==> src/rtl/supkey_regs.sv <==
module supkey_regs #(
  parameter int ADDR_W = 32,
  parameter logic [ADDR_W-1:0] RIGHTS_ADDR = 'h6E1,
  parameter int SKEY_BIT = 24,
  parameter int UKEY_BIT = 22
) (
  input  logic              clk,
  input  logic              rst_n,
  input  logic [ADDR_W-1:0] reg_addr,
  input  logic [63:0]       reg_wdata,
  input  logic              reg_wr,
  input  logic              reg_rd,
  output logic [63:0]       reg_rdata,
  input  logic              cr4_wr,
  input  logic [31:0]       cr4_wdata,
  input  logic              cap_skey,
  input  logic              cap_ukey,
  output logic [31:0]       cr4_q,
  output logic [31:0]       skey_rights,
  output logic              skey_en,
  output logic              ukey_en,
  output logic              gp_fault,
  output logic              tlb_flush
);

  logic        hit, wr_hit, upper_bad;
  logic [31:0] cr4_mask;

  assign hit       = (reg_addr == RIGHTS_ADDR);
  assign wr_hit    = reg_wr && hit;
  assign upper_bad = |reg_wdata[63:32];

  always_comb begin
    cr4_mask = '1;
    cr4_mask[SKEY_BIT] = cap_skey;
    cr4_mask[UKEY_BIT] = cap_ukey;
  end

  always_ff @(posedge clk) begin
    if (!rst_n) begin
      skey_rights <= '0;
      cr4_q       <= '0;
      gp_fault    <= 1'b0;
      tlb_flush   <= 1'b0;
    end else begin
      gp_fault  <= wr_hit && upper_bad;
      tlb_flush <= wr_hit && !upper_bad;
      if (wr_hit && !upper_bad) skey_rights <= reg_wdata[31:0];
      if (cr4_wr) cr4_q <= cr4_wdata & cr4_mask;
    end
  end

  assign skey_en   = cr4_q[SKEY_BIT];
  assign ukey_en   = cr4_q[UKEY_BIT];
  assign reg_rdata = (reg_rd && hit) ? {32'd0, skey_rights} : 64'd0;

  a_r2_accept_stores: assert property (@(posedge clk) disable iff (!rst_n)
    (wr_hit && !upper_bad) |=> (skey_rights == $past(reg_wdata[31:0])) && tlb_flush);
  a_r4_reject_holds: assert property (@(posedge clk) disable iff (!rst_n)
    (wr_hit && upper_bad) |=> gp_fault && !tlb_flush && $stable(skey_rights));
  a_r9_other_addr: assert property (@(posedge clk) disable iff (!rst_n)
    (reg_wr && !hit) |=> !gp_fault && !tlb_flush && $stable(skey_rights));
  a_r10_exclusive: assert property (@(posedge clk) disable iff (!rst_n)
    !(gp_fault && tlb_flush));
  a_r6_skey_masked: assert property (@(posedge clk) disable iff (!rst_n)
    (cr4_wr && !cap_skey) |=> !skey_en);
  a_r7_ukey_masked: assert property (@(posedge clk) disable iff (!rst_n)
    (cr4_wr && !cap_ukey) |=> !ukey_en);
  a_r5_read_upper_zero: assert property (@(posedge clk) disable iff (!rst_n)
    reg_rdata[63:32] == 32'd0);

endmodule

==> config.mk <==
export PLATFORM = sky130hd
export DESIGN_NAME = supkey_regs
export DESIGN_NICKNAME = d
export VERILOG_FILES = /design/src/rtl/supkey_regs.sv
export SDC_FILE = /design/constraint.sdc
export NUM_CORES = 1
export LEC_CHECK = 0
export ABC_CLOCK_PERIOD_IN_PS = 2850
export BUFFER_PORTS_ARGS = -buffer_cell sky130_fd_sc_hd__buf_2
export CAP_MARGIN = 20
export CORE_MARGIN = 8
export CORE_UTILIZATION = 42
export CTS_CLUSTER_DIAMETER = 150
export CTS_CLUSTER_SIZE = 8
export DETAILED_ROUTE_END_ITERATION = 8
export PLACE_DENSITY = 0.84
export SETUP_SLACK_MARGIN = 0.3
export SYNTH_ARGS = -nofsm -noshare
export SYNTH_HDL_FRONTEND = slang
export SYNTH_SLANG_ARGS = --single-unit
==> constraint.sdc <==
create_clock -name clk -period 2.85 [get_ports clk]
set_clock_uncertainty 0.1 [all_clocks]
set_input_delay 0.285 -clock clk [delete_from_list [all_inputs] [get_ports clk]]
set_output_delay 0.285 -clock clk [all_outputs]
set_load 0.05 [all_outputs]
==> metrics.json <==
{
  "initial_core_util_pct": 42.5,
  "timing.reg2reg.worst_path_depth": 2,
  "fp.dieArea_sq_um": 10700,
  "setup_viol_count_final": 0,
  "p_sw_uw": 657,
  "cts_tree": "yes",
  "max_freq_mhz": 429,
  "worst_hold_path_type": "in2reg",
  "seqCellArea_sq_um": 1320,
  "synth_enable_flop_cells": 0,
  "vias_per_cell": 4.67,
  "maximum_number_of_pins_on_one_net_before_global_route_repair": 62,
  "timing.critical_path.required_ns": 2.47,
  "timing.final.hold_violations": 0,
  "r2r_start": "cr4_q[19]$_SDFFE_PN0P_",
  "cp_common_cell": "buf_2",
  "detail_route.iter0.violations": 74,
  "regToRegSetupSlack_ns": 2.08,
  "drcViolationCount": 0,
  "comb_power_share_pct": 19.3,
  "hpwl_um": 8910,
  "htree_levels": 3,
  "worst_slew_pin_slew_ns": 0.917,
  "setup_total_negative_slack_ns": 0,
  "grt-ovfl-total": 0,
  "synthesis.area_per_instance_sq_um": 9.29,
  "seq_power_share_pct": 45.0,
  "sw_frac_of_total_pct": 30.7,
  "synth_top_area_share_pct": 41.1,
  "yosys.cell_types.count": 24,
  "netlist_instances": 346,
  "clock-sinks": 66,
  "clock_tree.buffer_depth": 2,
  "hold-path-cell-count": 3,
  "design.core.area_sq_um": 7570,
  "timing.final.crit_period_ns": 2.33,
  "total_routing_usage_gr_pct": 18.9,
  "width_of_the_die_um": 103,
  "gp_congestion": 0.824,
  "first_global_vias": 3264,
  "final.fill_count": 653,
  "sequential_element_share_of_the_synthesized_area_pct": 41.1,
  "per_cell_routed_wire_length_um": 16.1,
  "stdcell_area_sq_um": 4470,
  "static-leakage-power_uw": 0.00244,
  "clock_power_share_pct": 35.7,
  "number_of_i_o_port_buffers": 234,
  "cp.arrival_ns": 1.95,
  "fin_crit_sh_pct": 81.8,
  "synth_seq_cells": 66,
  "yosys-top-cells-area": "dfxtp_1 (41%), mux2i_1 (19%), buf_4 (7.9%)",
  "antenna_left": 0,
  "clock_insertion_delay_worst_skew_ns": 0.33,
  "internal-power_uw": 1480,
  "area_growth_syn_to_layout_pct": 39.3,
  "cellPowerDensity_nw_per_um2": 478,
  "ffs_w_async_s_r_synth_pct": 0,
  "cts_buffers": 9,
  "post_cts_setup_driven_buffer_insertion_count": 0,
  "number_of_detailed_route_iterations_in_the_first_pass": 4,
  "crit_path_max_incr_delay_ns": 0.39,
  "reg2reg_to": "cr4_q[19]$_SDFFE_PN0P_",
  "cts.clk_slew.worst_paths_ns": 0.08,
  "postRouteWirelength_um": 10900,
  "critical_path.endpoint": "reg_rdata[12]",
  "outcome": "finished, final reports clean",
  "worstSetupPathType": "in2out",
  "postCtsResizedCells": 0,
  "crit_chain": "buf_2 -> nor4bb_1 -> nand4_1 -> nor2_2 -> buf_12 -> and3_1 -> buf_2",
  "synth_ff_type": "dfxtp_1",
  "layout.nets": 701,
  "max-vdd-ir-drop_mv": 0.416,
  "root_buffer": "clkbuf_8",
  "grt_antenna_before_repair": 0,
  "synthesis.area_sq_um": 3210,
  "first_pass_grt_wire_length_um": 15800,
  "row_cnt": 32,
  "design.portCount": 267,
  "multi_input_area_sq_um": 1600,
  "detailroute.via_count": 3141,
  "postCtsHoldBufs": 0,
  "dpl-instance-area_sq_um": 4280,
  "n_antenna_cell": 0,
  "min_from": "reg_wdata[6]",
  "synthesis.yosys.warnings": 0,
  "setup.worst_path.start_class": "input port",
  "startpoint": "reg_addr[1]",
  "list_of_most_frequent_post_synthesis_cells": "dfxtp_1 (66), nand2_1 (64), mux2i_1 (62)",
  "max_capacitance_violation_total": 0,
  "die_h_um": 103,
  "grt_setup_unrepaired": "false",
  "slew_headroom_pct": 38.8,
  "yosys.cell_count.top_type": "dfxtp_1",
  "top_cell_type_by_total_area_after_synthesis": "dfxtp_1",
  "maxSlewViolCount": 0,
  "setup.worst_path.end_class": "output pin",
  "share_of_layout_cells_above_drive_strength_1_pct": 45.5,
  "critPathSlowestCell": "nor2_2",
  "maximum_fanout_along_the_worst_path": 26
}
-- final cells by class --
cell class	instances	area share [%]
Clock inverter	6	1.48
Multi-Input combinational cell	252	35.8
Tap cell	102	2.85
Timing Repair Buffer	237	27.5
Sequential cell	66	29.5
Clock buffer	10	2.85
-- power groups by stage --
stage               Sequential (uW)  Clock [uW]  Combinational (uW)
finish                          962         764                 412
global placement                981           0                 404
floorplan                      1070           0                 220
global route                    965         830                 439
detailed placement              982           0                 413
CTS                             962         793                 413
-- how the worst min path moves through the flow --
stage,to,slack [ns]
after floorplan,skey_rights[0]$_SDFFE_PN0P_,0.33
after global placement,skey_rights[20]$_SDFFE_PN0P_,0.35
after detailed placement,skey_rights[1]$_SDFFE_PN0P_,0.36
after CTS,skey_rights[15]$_SDFFE_PN0P_,0.08
after global routing,skey_rights[20]$_SDFFE_PN0P_,0.08
final,skey_rights[6]$_SDFFE_PN0P_,0.09
-- logic make-up after synthesis --
family | share of synthesized area (%)
other cells | 0.117
buf+inv | 12.7
compound gates | 0.467
mux | 19.3
simple gates | 26.2
flops | 41.1
-- flip-flops by register name, indices dropped and copies added, names as in the netlist --
register	count
gp_fault	1
tlb_flush	1
cr4_q	32
skey_rights	32
-- cells in the final DEF, fill, tap and decap left out, types with 2 or more instances in the layout --
master	n
nand2_1	64
nor2_1	2
and3_1	30
conb_1	32
buf_12	3
nor2b_1	30
a21boi_0	2
and3_2	3
dfxtp_1	66
nand3_1	3
clkinvlp_4	3
nand2b_1	2
nor4_1	9
mux2i_1	62
buf_2	234
clkbuf_8	9
nand4_1	4
nor4_2	4
-- stage by stage --
step	hold slack [ns]	cells	utilization [%]	worst slack, ns	power (uW)
floorplan	0.327	377	-	0.908	1290
global placement	0.353	657	56.6	0.556	1390
detailed placement	0.362	657	56.6	0.446	1390
CTS	0.0752	673	59.1	0.524	2170
global route	0.0823	673	59.1	0.352	2230
finish	0.0949	673	59.1	0.519	2140
-- critical path, delay by kind of cell --
kind          cells  cell delay [ns]
buf+inv           3             0.59
simple gates      4             1.06
-- metal layers --
layer | share of wire (%) | up-vias | track usage, %
met2 | 50 | 160 | 33.2
met1 | 34 | 1420 | 18.0
met4 | 2.6 | 0 | 10.2
met5 | 0 | - | 0
met3 | 13 | 16 | 8.97
li1 | - | 1545 | -
(Power assumes the default switching activity.)
